$ cat src/rtl/lsu_pkg.sv
package lsu_pkg;

  typedef enum logic [2:0] {
    K_NONE, K_LD, K_LDD, K_ST, K_STD, K_TAS, K_SWAP
  } kind_e;

  // encoded as log2 of the access size in bytes
  typedef enum logic [1:0] {SZ_B = 2'd0, SZ_H = 2'd1, SZ_W = 2'd2, SZ_D = 2'd3} size_e;

  typedef struct packed {
    kind_e kind;
    size_e size;
    logic  sign;
  } dec_t;

  typedef enum logic [2:0] {
    ST_IDLE, ST_ISSUE0, ST_ISSUE1, ST_CAPT, ST_WB
  } state_e;

endpackage

$ cat src/rtl/lsu_decode.sv
module lsu_decode
  import lsu_pkg::*;
#(
  parameter int OP_W = 6
) (
  input  logic [1:0]      fmt,
  input  logic [OP_W-1:0] op,
  output dec_t            dec
);
  localparam logic [1:0] MEM_FMT = 2'b11;

  always_comb begin
    dec = '{kind: K_NONE, size: SZ_W, sign: 1'b0};
    if (fmt == MEM_FMT) begin
      case (op)
        OP_W'('h00): dec = '{kind: K_LD,   size: SZ_W, sign: 1'b0};
        OP_W'('h01): dec = '{kind: K_LD,   size: SZ_B, sign: 1'b0};
        OP_W'('h02): dec = '{kind: K_LD,   size: SZ_H, sign: 1'b0};
        OP_W'('h03): dec = '{kind: K_LDD,  size: SZ_D, sign: 1'b0};
        OP_W'('h04): dec = '{kind: K_ST,   size: SZ_W, sign: 1'b0};
        OP_W'('h05): dec = '{kind: K_ST,   size: SZ_B, sign: 1'b0};
        OP_W'('h06): dec = '{kind: K_ST,   size: SZ_H, sign: 1'b0};
        OP_W'('h07): dec = '{kind: K_STD,  size: SZ_D, sign: 1'b0};
        OP_W'('h09): dec = '{kind: K_LD,   size: SZ_B, sign: 1'b1};
        OP_W'('h0A): dec = '{kind: K_LD,   size: SZ_H, sign: 1'b1};
        OP_W'('h0D): dec = '{kind: K_TAS,  size: SZ_B, sign: 1'b0};
        OP_W'('h0F): dec = '{kind: K_SWAP, size: SZ_W, sign: 1'b0};
        default:     dec = '{kind: K_NONE, size: SZ_W, sign: 1'b0};
      endcase
    end
  end
endmodule

$ cat src/rtl/lsu_agu.sv
module lsu_agu
  import lsu_pkg::*;
#(
  parameter int DATA_W = 32,
  parameter int IMM_W  = 13
) (
  input  logic [DATA_W-1:0] base,
  input  logic [DATA_W-1:0] roff,
  input  logic              use_imm,
  input  logic [IMM_W-1:0]  imm,
  input  size_e             size,
  output logic [DATA_W-1:0] ea,
  output logic              misalign
);
  logic [DATA_W-1:0] imm_ext;
  logic [2:0]        mask;

  assign imm_ext  = {{(DATA_W-IMM_W){imm[IMM_W-1]}}, imm};
  assign ea       = base + (use_imm ? imm_ext : roff);
  // size is log2 of bytes: low address bits under the mask must be zero
  assign mask     = 3'((4'd1 << size) - 4'd1);
  assign misalign = |(ea[2:0] & mask);
endmodule

$ cat src/rtl/lsu_lane.sv
module lsu_lane
  import lsu_pkg::*;
#(
  parameter  int DATA_W = 32,
  localparam int BYTES  = DATA_W / 8,
  localparam int OFF_W  = $clog2(BYTES)
) (
  input  size_e             size,
  input  logic              sign,
  input  logic [OFF_W-1:0]  off,
  input  logic [DATA_W-1:0] st_data,
  input  logic [DATA_W-1:0] rdata,
  output logic [BYTES-1:0]  be,
  output logic [DATA_W-1:0] wdata,
  output logic [DATA_W-1:0] ld_val
);
  localparam int HALVES = BYTES / 2;

  logic [OFF_W-2:0]  hoff;
  logic [DATA_W-1:0] sh_b, sh_h;
  logic [7:0]        bsel;
  logic [15:0]       hsel;

  assign hoff = off[OFF_W-1:1];

  // big-endian lanes: offset k sits in enable bit BYTES-1-k
  for (genvar g = 0; g < BYTES; g++) begin : g_lane
    localparam int K = BYTES - 1 - g;
    always_comb begin
      case (size)
        SZ_B:    be[g] = (off == OFF_W'(K));
        SZ_H:    be[g] = (hoff == (OFF_W-1)'(K / 2));
        default: be[g] = 1'b1;
      endcase
    end
  end

  always_comb begin
    case (size)
      SZ_B:    wdata = {BYTES{st_data[7:0]}};
      SZ_H:    wdata = {HALVES{st_data[15:0]}};
      default: wdata = st_data;
    endcase
  end

  assign sh_b = rdata >> {(OFF_W'(BYTES - 1) - off), 3'b000};
  assign sh_h = rdata >> {((OFF_W-1)'(HALVES - 1) - hoff), 4'b0000};
  assign bsel = sh_b[7:0];
  assign hsel = sh_h[15:0];

  always_comb begin
    case (size)
      SZ_B:    ld_val = {{(DATA_W-8){sign & bsel[7]}}, bsel};
      SZ_H:    ld_val = {{(DATA_W-16){sign & hsel[15]}}, hsel};
      default: ld_val = rdata;
    endcase
  end
endmodule

$ cat src/rtl/mem_access_unit.sv
module mem_access_unit
  import lsu_pkg::*;
#(
  parameter int DATA_W = 32,
  parameter int REG_W  = 5,
  parameter int OP_W   = 6,
  parameter int IMM_W  = 13
) (
  input  logic                clk,
  input  logic                rst_n,
  input  logic                in_valid,
  output logic                in_ready,
  input  logic [1:0]          in_fmt,
  input  logic [OP_W-1:0]     in_op3,
  input  logic [REG_W-1:0]    in_rd,
  input  logic [DATA_W-1:0]   in_rs1,
  input  logic [DATA_W-1:0]   in_rs2,
  input  logic                in_use_imm,
  input  logic [IMM_W-1:0]    in_simm,
  input  logic [DATA_W-1:0]   in_st_data,
  input  logic [DATA_W-1:0]   in_st_data2,
  output logic                mem_req,
  output logic                mem_we,
  output logic                mem_lock,
  output logic [DATA_W-1:0]   mem_addr,
  output logic [DATA_W/8-1:0] mem_be,
  output logic [DATA_W-1:0]   mem_wdata,
  input  logic [DATA_W-1:0]   mem_rdata,
  output logic                wb_valid,
  input  logic                wb_ready,
  output logic [REG_W-1:0]    wb_rd,
  output logic [DATA_W-1:0]   wb_data,
  output logic [DATA_W-1:0]   wb_data2,
  output logic                wb_pair,
  output logic                exc_misalign
);
  localparam int BYTES = DATA_W / 8;
  localparam int OFF_W = $clog2(BYTES);

  dec_t              dec_in;
  logic [DATA_W-1:0] ea_in;
  logic              mis_in;

  state_e            state_q;
  kind_e             kind_q;
  size_e             size_q;
  logic              sign_q;
  logic [DATA_W-1:0] ea_q;
  logic [REG_W-1:0]  rd_q;
  logic [DATA_W-1:0] sd1_q, sd2_q, res0_q, res1_q;
  logic              exc_q;

  logic [DATA_W-1:0] base_addr, next_addr, lane_src, lane_wdata, lane_ld;
  logic [BYTES-1:0]  lane_be;
  logic              atomic_q;

  lsu_decode #(.OP_W(OP_W)) u_dec (
    .fmt (in_fmt),
    .op  (in_op3),
    .dec (dec_in)
  );

  lsu_agu #(.DATA_W(DATA_W), .IMM_W(IMM_W)) u_agu (
    .base     (in_rs1),
    .roff     (in_rs2),
    .use_imm  (in_use_imm),
    .imm      (in_simm),
    .size     (dec_in.size),
    .ea       (ea_in),
    .misalign (mis_in)
  );

  assign lane_src = (kind_q == K_TAS) ? '1 : sd1_q;

  lsu_lane #(.DATA_W(DATA_W)) u_lane (
    .size    (size_q),
    .sign    (sign_q),
    .off     (ea_q[OFF_W-1:0]),
    .st_data (lane_src),
    .rdata   (mem_rdata),
    .be      (lane_be),
    .wdata   (lane_wdata),
    .ld_val  (lane_ld)
  );

  assign atomic_q  = (kind_q == K_TAS) || (kind_q == K_SWAP);
  assign base_addr = {ea_q[DATA_W-1:OFF_W], OFF_W'(0)};
  assign next_addr = base_addr + DATA_W'(BYTES);

  assign in_ready     = (state_q == ST_IDLE);
  assign wb_valid     = (state_q == ST_WB);
  assign wb_rd        = rd_q;
  assign wb_data      = res0_q;
  assign wb_data2     = res1_q;
  assign wb_pair      = (kind_q == K_LDD);
  assign exc_misalign = exc_q;

  // memory request for the current phase
  always_comb begin
    mem_req   = 1'b0;
    mem_we    = 1'b0;
    mem_lock  = 1'b0;
    mem_addr  = base_addr;
    mem_be    = '0;
    mem_wdata = '0;
    case (state_q)
      ST_ISSUE0: begin
        mem_req  = 1'b1;
        mem_lock = atomic_q;
        case (kind_q)
          K_ST: begin
            mem_we    = 1'b1;
            mem_be    = lane_be;
            mem_wdata = lane_wdata;
          end
          K_STD: begin
            mem_we    = 1'b1;
            mem_be    = '1;
            mem_wdata = sd1_q;
          end
          default: mem_we = 1'b0;
        endcase
      end
      ST_ISSUE1: begin
        mem_req  = 1'b1;
        mem_lock = atomic_q;
        case (kind_q)
          K_LDD: mem_addr = next_addr;
          K_STD: begin
            mem_addr  = next_addr;
            mem_we    = 1'b1;
            mem_be    = '1;
            mem_wdata = sd2_q;
          end
          K_TAS: begin
            mem_we    = 1'b1;
            mem_be    = lane_be;
            mem_wdata = lane_wdata;
          end
          K_SWAP: begin
            mem_we    = 1'b1;
            mem_be    = '1;
            mem_wdata = sd1_q;
          end
          default: mem_req = 1'b0;
        endcase
      end
      default: mem_req = 1'b0;
    endcase
  end

  always_ff @(posedge clk) begin
    if (!rst_n) begin
      state_q <= ST_IDLE;
      kind_q  <= K_NONE;
      size_q  <= SZ_W;
      sign_q  <= 1'b0;
      ea_q    <= '0;
      rd_q    <= '0;
      sd1_q   <= '0;
      sd2_q   <= '0;
      res0_q  <= '0;
      res1_q  <= '0;
      exc_q   <= 1'b0;
    end else begin
      exc_q <= 1'b0;
      case (state_q)
        ST_IDLE: begin
          if (in_valid && dec_in.kind != K_NONE) begin
            if (mis_in) begin
              exc_q <= 1'b1;
            end else begin
              kind_q  <= dec_in.kind;
              size_q  <= dec_in.size;
              sign_q  <= dec_in.sign;
              ea_q    <= ea_in;
              rd_q    <= (dec_in.size == SZ_D) ? {in_rd[REG_W-1:1], 1'b0} : in_rd;
              sd1_q   <= in_st_data;
              sd2_q   <= in_st_data2;
              state_q <= ST_ISSUE0;
            end
          end
        end
        ST_ISSUE0: begin
          case (kind_q)
            K_ST:    state_q <= ST_IDLE;
            K_LD:    state_q <= ST_CAPT;
            default: state_q <= ST_ISSUE1;
          endcase
        end
        ST_ISSUE1: begin
          case (kind_q)
            K_LDD: begin
              res0_q  <= mem_rdata;
              state_q <= ST_CAPT;
            end
            K_TAS, K_SWAP: begin
              res0_q  <= lane_ld;
              state_q <= ST_WB;
            end
            default: state_q <= ST_IDLE;
          endcase
        end
        ST_CAPT: begin
          if (kind_q == K_LDD) res1_q <= mem_rdata;
          else                 res0_q <= lane_ld;
          state_q <= ST_WB;
        end
        ST_WB: begin
          if (wb_ready) state_q <= ST_IDLE;
        end
        default: state_q <= ST_IDLE;
      endcase
    end
  end

  // a locked sequence never lets a request in
  a_r10_lock_blocks_input: assert property (@(posedge clk) disable iff (!rst_n)
    mem_lock |-> !in_ready);

  // a locked read is followed at once by a locked write to the same word
  a_r10_read_then_write: assert property (@(posedge clk) disable iff (!rst_n)
    (mem_lock && mem_req && !mem_we) |=>
      (mem_lock && mem_req && mem_we && mem_addr == $past(mem_addr)));

  // the exception cycle carries no memory access and no writeback
  a_r3_exception_quiet: assert property (@(posedge clk) disable iff (!rst_n)
    exc_misalign |-> (!mem_req && !wb_valid));

  // a stalled writeback beat holds its contents
  a_r12_writeback_hold: assert property (@(posedge clk) disable iff (!rst_n)
    (wb_valid && !wb_ready) |=>
      (wb_valid && $stable(wb_data) && $stable(wb_data2) && $stable(wb_rd) && $stable(wb_pair)));

  // a consumed writeback returns the unit to idle
  a_r11_idle_after_wb: assert property (@(posedge clk) disable iff (!rst_n)
    (wb_valid && wb_ready) |=> (in_ready && !wb_valid));

  // every write enables at least one lane
  a_r6_write_has_lanes: assert property (@(posedge clk) disable iff (!rst_n)
    (mem_req && mem_we) |-> (mem_be != '0));

endmodule

$ cat config.mk
export PLATFORM = sky130hd
export DESIGN_NAME = mem_access_unit
export DESIGN_NICKNAME = d
export VERILOG_FILES = /design/src/rtl/lsu_pkg.sv /design/src/rtl/lsu_decode.sv /design/src/rtl/lsu_agu.sv /design/src/rtl/lsu_lane.sv /design/src/rtl/mem_access_unit.sv
export SDC_FILE = /design/constraint.sdc
export NUM_CORES = 1
export LEC_CHECK = 0
export BUFFER_PORTS_ARGS = -buffer_cell sky130_fd_sc_hd__buf_4
export CELL_PAD_IN_SITES_DETAIL_PLACEMENT = 1
export CELL_PAD_IN_SITES_GLOBAL_PLACEMENT = 1
export CORE_UTILIZATION = 33
export DETAILED_ROUTE_END_ITERATION = 16
export PLACE_DENSITY_LB_ADDON = 0.08
export SYNTH_ARGS = -nofsm -noshare
export SYNTH_HDL_FRONTEND = slang
export SYNTH_SLANG_ARGS = --single-unit
$ cat constraint.sdc
create_clock -name clk -period 3.1 [get_ports clk]
set_clock_uncertainty 0.15 [all_clocks]
set_input_delay 0.62 -clock clk [delete_from_list [all_inputs] [get_ports clk]]
set_output_delay 0.62 -clock clk [all_outputs]
set_load 0.01 [all_outputs]
==> results of run 1 <==
-- kinds of logic (layout without fill, tap and decap cells) --
group,Yosys count,count (layout),synth area share
AOI/OAI and AO/OA,480,480,0.258
buffers and inverters,140,575,0.0559
xor gates and xnor gates,52,52,0.0422
and+or+nand+nor,582,583,0.243
DFF,175,175,0.325
other,1,3,0.000348
muxes,31,31,0.0324
adders and majority gates,37,37,0.0436
-- flip-flops by register name, indices dropped and copies added (netlist names) --
register,flops
exc_misalign,1
size_q,2
sign_q,1
wb_data,32
kind_q,3
wb_rd,5
wb_data2,32
sd2_q,32
state_q,3
sd1_q,32
ea_q,32
-- placed cells by master, fill, tap and decap left out, drive strengths merged, types with 5 or more instances in the layout --
master / n
a211oi: 7
a21o: 18
a21oi: 242
a22o: 5
a22oi: 8
a31oi: 7
and2: 10
and3: 11
buf: 509
clkbuf: 22
dfxtp: 175
ha: 36
inv: 34
mux2: 21
mux2i: 9
nand2: 357
nand2b: 17
nand3: 41
nand3b: 5
nand4: 16
nor2: 68
nor2b: 12
nor3: 16
nor4: 5
o211ai: 19
o21a: 9
o21ai: 130
o21bai: 5
o221ai: 7
o31ai: 5
or2: 6
or3: 6
xnor2: 35
xor2: 17
-- routing by layer --
layer | GRT usage | vias to the layer above
met1 | 0.314 | 5867
met3 | 0.0405 | 44
li1 | - | 6024
met2 | 0.451 | 298
met4 | 0.0672 | 2
met5 | 0 | -
-- area by class of cell --
cell class | count | area share
Multi-Input combinational cell | 1185 | 0.441
Timing Repair Buffer | 509 | 0.253
Sequential cell | 175 | 0.224
Tap cell | 435 | 0.0346
Clock buffer | 22 | 0.0295
Clock inverter | 10 | 0.0101
Inverter | 34 | 0.00827
Antenna cell | 1 | 0.000159
-- metrics by stage --
| stage | power, mW | std cells | hold slack, ns | setup slack (ns) | instance area [um^2] |
|---|---|---|---|---|---|
| global route | 5.95 | 2370 | 0.269 | -0.156 | 15700 |
| floorplan | 2.84 | 1499 | 0.279 | -0.0247 | 10800 |
| global placement | 3.40 | 2320 | 0.285 | -0.393 | 14700 |
| finish | 5.71 | 2371 | 0.279 | -0.0345 | 15700 |
| detailed placement | 3.42 | 2320 | 0.294 | -0.432 | 14700 |
| CTS | 5.74 | 2362 | 0.266 | -0.101 | 15500 |
-- synthesized netlist by cell type, drive strengths merged, types with 9 or more instances --
| master | instances |
|---|---|
| xor2 | 17 |
| nor3 | 16 |
| buf | 45 |
| inv | 33 |
| clkbuf | 61 |
| a21oi | 242 |
| o211ai | 19 |
| nand2 | 357 |
| ha | 36 |
| nor2b | 12 |
| and3 | 11 |
| dfxtp | 175 |
| o21ai | 130 |
| nand3 | 40 |
| nor2 | 68 |
| a21o | 18 |
| xnor2 | 35 |
| mux2 | 21 |
| nand4 | 16 |
| and2 | 10 |
| nand2b | 17 |
| o21a | 9 |
| mux2i | 9 |
-- power by group --
group / internal, mW / switching (mW)
clock: 1.39 / 0.940
combinational: 0.574 / 0.541
sequential: 2.25 / 0.00747
total: 4.22 / 1.49
-- timing repair --
| action | CTS | global route |
|---|---|---|
| buffers inserted | 10 | 6 |
| gates resized for setup | 31 | 46 |
| cloned | 0 | 2 |
| endpoints found under the setup margin | 44 | 144 |
| pin swaps | 10 | 15 |
-- worst min-delay path: cells and delay by family --
kind                   cells  cell delay [ns]
and+or+nand+nor            1             0.04
buffers and inverters      1             0.11
AOI/OAI and AO/OA          1             0.05
-- worst paths after layout --
| check | start | end | slack, ns | cells past startpoint |
|---|---|---|---|---|
| min reg2reg | sd2_q[6]$_SDFFE_PN0P_ | sd2_q[6]$_SDFFE_PN0P_ | 0.30 | 2 |
| min | in_st_data[13] | sd1_q[13]$_SDFFE_PN0P_ | 0.28 | 3 |
| max reg2reg | kind_q[1]$_SDFFE_PN0P_ | wb_data[2]$_SDFFE_PN0P_ | 0.55 | 8 |
| max | ea_q[10]$_SDFFE_PN0P_ | mem_addr[29] | -0.03 | 7 |
==> out/qor.log, run 1 <==
qor: run_status.run_status complete, but fails checks
qor: run_status.violations negative setup slack
qor: floorplan.initial_core_util 0.338
qor: clock_tree.clock_insertion_delay_worst_skew 0.44 ns
qor: min_path.timing.hold.worst.class in -> reg
qor: detailed_routing.first_iter_violations 580
qor: detailed_routing.post_drt_via_cell_ratio 5.16
qor: detailed_routing.wl 43300 um
qor: floorplan.fp.dieW 183 um
qor: clock_tree.tritoncts done
qor: detailed_routing.ant_nets 0
qor: sta.hold_violations 0
qor: synth.synthesis.yosys.warnings 0
qor: detailed_routing.routed_length_on_met3 1840 um
qor: sta.timing.fmax 319 MHz
qor: layout.seqCellArea 3520 um^2
qor: setup_path.crit_path_top_delay_cell or4_4
qor: detailed_routing.num_vias 12.2k
qor: sta.final_critical_path_share_of_the_clock_period 1.01
qor: setup_path.worst_ep_required_time 2.33 ns
qor: placed_design.sum_of_net_half_perimeters_after_detailed_placement 33000 um
qor: global_routing.grt_antenna_before_repair 2
qor: synth.synth_top_area_share 0.325
qor: sta.final_period_minus_worst_setup_slack 3.13 ns
qor: layout.final_layout_size_suffix_gt1_frac 0.335
qor: detailed_routing.detailedRoute.firstPassIterationCount 4
qor: clock_tree.cts_htree_levels 4
qor: synth.synth_async_sr_flop_share 0
qor: setup_path.start_kind register
qor: sta.worst_slew_margin_relative_to_its_limit 0.564
qor: synth.yosys_most_used_dff dfxtp_1
qor: clock_tree.hold_buffers 0
qor: synth.synth-edff-count 0
qor: detailed_routing.wl_on_met1 19000 um
qor: floorplan.number_of_top_level_pins 335
qor: run.drv_cap 0
qor: layout.fillCellCount 4003
qor: floorplan.num_rows 65
qor: setup_path.crit_buf_inv 1
qor: synth.synth_cells 1498
qor: layout.area.growth.synth_to_final 45.8%
qor: synth.yosys_register_bits 175
qor: global_routing.globalRoute.totalOverflow 0
qor: synth.seq_area_frac_synth 0.325
qor: sta.tightestPinTransition 0.649 ns
qor: detailed_routing.topRoutingLayerUsed met5
qor: global_routing.grt_usage 0.253
qor: setup_path.critPathMaxFanout 4
qor: global_routing.grt_first_pass_wirelength 66900 um
qor: pwr.power.ir.vdd_worst 0.322 mV
qor: synth.synth_top_area_cell dfxtp_1
qor: setup_path.cpPeakStageDelay 0.58 ns
qor: setup_path.timing_worst_setup_path_type reg -> out
qor: sta.slew_viol_final 0
qor: sta.setup_viol_count_final 6
qor: global_routing.largest_net_degree_at_the_start_of_global_routing 91
qor: clock_tree.cts_made_buffers 17
qor: synth.netlist_area 10800 um^2
qor: sta.setup_repair_after_global_routing_missed_its_margin yes
qor: layout.layout.nets 2150
qor: clock_tree.cts_num_sinks 175
qor: placed_design.place.gp.congestion 0.822
qor: layout.multi_input_combinational_cell_area 6930 um^2
qor: floorplan.design.core.area 31900 um^2
qor: placed_design.number_of_port_buffers 332
qor: floorplan.die-area 33400 um^2
qor: synth.synthDistinctLibCells 84
qor: detailed_routing.wl_met2 21700 um
qor: clock_tree.root_buffer_cell clkbuf_16
qor: setup_path.worstPathCellList and4_4, nand4_4, or4_4, nor3_4, nand3_1, xnor2_1, buf_4
qor: layout.final_core_util 0.493
qor: sta.setup_tns -0.109 ns
qor: sta.layout_setup_ws -0.0345 ns
qor: setup_path.critical_path_arrival 2.36 ns
qor: pwr.power_leakage 6.81 nW
qor: synth.yosys-top-cells-area dfxtp_1 (32%), nand2_1 (12%), a21oi_1 (11%), o21ai_0 (5.7%), ha_1 (4.2%)
qor: floorplan.dieHeight 183 um
qor: setup_path.critical_path.top_delay_family simple AND/OR/NAND/NOR gates
qor: setup_path.end_kind primary output
qor: clock_tree.clk_pin_slew_worst_paths 0.07 ns
qor: pwr.powerDensity 363 nW/um^2
qor: clock_tree.cts_buffer_depth 2
qor: synth.syn_avg_cell_area 7.20 um^2
qor: global_routing.first_global_vias 12.5k
qor: detailed_routing.remaining_drc_errors 0
qor: detailed_routing.wl_per_cell 18.3 um
Power figures use the tool's default switching activity.
==> run 2: changes to the inputs <==
Settings changed: PLACE_DENSITY_LB_ADDON 0.08 to 0.1.
==> run 2 against run 1 <==
Net effect:
- the run still ends with negative setup slack left
- final area shrank 0.56%
- combinational power rose by 4%
- final cell count down 0.38%
- sequential power barely moved
- critical path depth unchanged
- flip-flop and latch count stayed put
- fmax shrank 1.2%
- die area did not move
- global-route usage is 0.17 points higher
- setup slack worse by 0.038 ns
- wire length grew 2.5%
- largest cell class unchanged
==> out/qor.log, run 2 (synthesized netlist as in run 1, its figures left out) <==
qor: clock_tree.cts_buffer_depth 2 [unchanged]
qor: setup_path.worst_ep_required_time 2.33 ns [about the same]
qor: sta.slew_viol_final 0 [unchanged]
qor: pwr.power.ir.vdd_worst 0.261 mV [-19%]
qor: clock_tree.clk_pin_slew_worst_paths 0.07 ns [about the same]
qor: floorplan.die-area 33400 um^2 [unchanged]
qor: sta.layout_setup_ws -0.0729 ns [-0.0384 ns]
qor: sta.tightestPinTransition 0.655 ns [+0.00557 ns]
qor: floorplan.num_rows 65 [unchanged]
qor: setup_path.crit-reg2reg-launch kind_q[1]$_SDFFE_PN0P_
qor: run_status.violations negative setup slack
qor: pwr.power_report.internal_total 3.97 mW [-5.9%]
qor: min_path.timing.hold.worst.start in_st_data2[0]
qor: global_routing.globalRoute.totalOverflow 0 [unchanged]
qor: sta.worst_slew_margin_relative_to_its_limit 0.560 [-0.00374]
qor: clock_tree.hold_buffers 0 [unchanged]
qor: floorplan.initial_core_util 0.338 [unchanged]
qor: pwr.netSwitchingFraction 0.279 [+0.0179]
qor: setup_path.setup.worst_path.start ea_q[10]$_SDFFE_PN0P_
qor: sta.final.hold.worst_slack 0.279 ns [-0.0000160 ns]
qor: layout.multi_input_combinational_cell_area 6970 um^2 [+0.61%]
qor: setup_path.start_kind register
qor: setup_path.end_kind primary output
qor: clock_tree.root_buffer_cell clkbuf_16
qor: layout.fillCellCount 4007 [+0.10%]
qor: pwr.combinationalPowerShare 0.211 [+0.016]
qor: sta.final_period_minus_worst_setup_slack 3.17 ns [+0.0384 ns]
qor: setup_path.critPathMaxFanout 3 [-1]
qor: setup_path.r2r_setup_slack 0.52 ns [-0.03 ns]
qor: detailed_routing.remaining_drc_errors 0 [unchanged]
qor: placed_design.sum_of_net_half_perimeters_after_detailed_placement 33100 um [+0.45%]
qor: global_routing.first_global_vias 12.6k [+0.44%]
qor: global_routing.grt_usage 0.255 [+0.00169]
qor: layout.seqCellArea 3520 um^2 [about the same]
qor: clock_tree.cts_htree_levels 4 [unchanged]
qor: clock_tree.cts_num_sinks 175 [unchanged]
qor: run_status.run_status complete, but fails checks
qor: layout.mostFrequentLayoutCells buf_4 (489), nand2_1 (356), a21oi_1 (233), dfxtp_1 (166), o21ai_0 (120)
qor: pwr.power_leakage 6.71 nW [-1.5%]
qor: clock_tree.tritoncts done
qor: placed_design.number_of_port_buffers 332 [unchanged]
qor: detailed_routing.num_vias 12.4k [+1.3%]
qor: clock_tree.clock_insertion_delay_worst_skew 0.43 ns [about the same]
qor: detailed_routing.ant_nets 0 [unchanged]
qor: global_routing.grt_first_pass_wirelength 67100 um [+0.34%]
qor: layout.area.growth.synth_to_final 45.0%
qor: sta.setup_viol_count_final 7 [+1]
qor: detailed_routing.post_drt_via_cell_ratio 5.25 [+1.7%]
qor: setup_path.critical_path_arrival 2.40 ns [+0.04 ns]
qor: placed_design.place.gp.congestion 0.856 [+4.1%]
qor: floorplan.number_of_top_level_pins 335 [unchanged]
qor: layout.n_antenna_cell 0 [-1]
qor: detailed_routing.first_iter_violations 533 [-8.1%]
qor: pwr.powerDensity 352 nW/um^2 [-3.0%]
qor: floorplan.dieHeight 183 um [unchanged]
qor: min_path.worstHoldEndpoint sd2_q[0]$_SDFFE_PN0P_
qor: sta.setup_repair_after_global_routing_missed_its_margin yes
qor: floorplan.design.core.area 31900 um^2 [unchanged]
qor: global_routing.largest_net_degree_at_the_start_of_global_routing 81 [-11%]
qor: min_path.min_delay_path_depth 3 [unchanged]
qor: run.drv_cap 0 [unchanged]
qor: sta.final_critical_path_share_of_the_clock_period 1.02 [+0.0124]
qor: layout.layout.nets 2143 [-0.33%]
qor: pwr.overall_power_consumption 5.51 mW [-3.5%]
qor: detailed_routing.wl_per_cell 18.8 um [+2.8%]
qor: global_routing.grt_antenna_before_repair 5 [+3]
qor: setup_path.worst_r2r_endpoint wb_data[1]$_SDFFE_PN0P_
qor: sta.hold_violations 0 [unchanged]
qor: layout.layout.cells.most_common buf_4
qor: min_path.timing.hold.worst.class in -> reg
qor: pwr.power_frac_clock 0.378 [-0.031]
qor: sta.timing.fmax 315 MHz [-1.2%]
qor: detailed_routing.wl 44400 um [+2.5%]
qor: setup_path.timing_worst_setup_path_type reg -> out
qor: detailed_routing.detailedRoute.firstPassIterationCount 4 [unchanged]
qor: placed_design.dp_slack -0.531 ns [-0.0992 ns]
qor: setup_path.r2r.worst_path.cells 8 [unchanged]
qor: floorplan.fp.dieW 183 um [unchanged]
qor: clock_tree.cts_made_buffers 17 [unchanged]
qor: pwr.share_seq_of_total_power 0.410 [+0.014]
qor: layout.final_layout_size_suffix_gt1_frac 0.331 [-0.00432]
qor: pwr.power_switching 1.53 mW [+3.1%]
==> run 2: changes by cell type in the layout (fill, tap and decap cells not counted), moves of 3 or more <==
cell / change
buf_12: -8
buf_4: -5
bufinv_16: -3
clkbuf_16: +3
ha_1: -3
nand2_1: +5
nand2_2: -5
xnor2_2: -3
==> run 2: area by class of cell <==
class / count / share of cell area
repair buffers: 502 / 0.251
well taps: 435 / 0.0348
flip-flops and latches: 175 / 0.225
inverters: 34 / 0.00832
multi-input cells: 1185 / 0.446
clock buffers: 19 / 0.0283
clock inverters: 12 / 0.00704
==> run 2: per-layer routing <==
metal,global-route usage,wire (um)
met3,0.0461,2240
met1,0.313,19100
met4,0.0817,1270
met5,0,76
met2,0.447,21600
==> run 2: critical path, cell delays in order (launching register included) <==
cell	delay, ns
dfxtp_4	0.35
and4_4	0.26
nand4_4	0.12
or4_4	0.62
nor3_4	0.19
buf_4	0.14
xor2_1	0.14
buf_4	0.14
==> run 2: power groups by stage <==
stage          Clock, mW  Sequential, mW  Combinational, mW
2_1_floorplan          0            2.31              0.527
3_3_place_gp           0            2.31               1.09
3_5_place_dp           0            2.31               1.11
4_1_cts             2.12            2.26               1.13
5_1_grt             2.21            2.26               1.27
6_report            2.08            2.26               1.16
==> run 2: worst max-delay path by stage <==
stage                     cells after the start               endpoint
final                                         7           mem_addr[27]
after global routing                          7           mem_addr[23]
after global placement                       12  ea_q[31]$_SDFFE_PN0P_
after detailed placement                     12  ea_q[28]$_SDFFE_PN0P_
after floorplan                              12  ea_q[29]$_SDFFE_PN0P_
after CTS                                     7           mem_addr[31]
==> run 2: timing repair <==
item,CTS,global route
endpoints found under the setup margin,63,128
cloned,0,4
pin swaps,6,15
buffers inserted,11,5
resized for setup,36,39
==> run 2: through the flow <==
step | instance area [um^2] | util | instances | setup TNS [ns]
after global routing | 15600 | 0.491 | 2362 | -1.34
final | 15600 | 0.491 | 2362 | -0.242
after global placement | 14600 | 0.457 | 2311 | -38.35
after floorplan | 10800 | - | 1499 | -0.0247
after CTS | 15300 | 0.481 | 2353 | -0.296
after detailed placement | 14600 | 0.457 | 2311 | -45.65
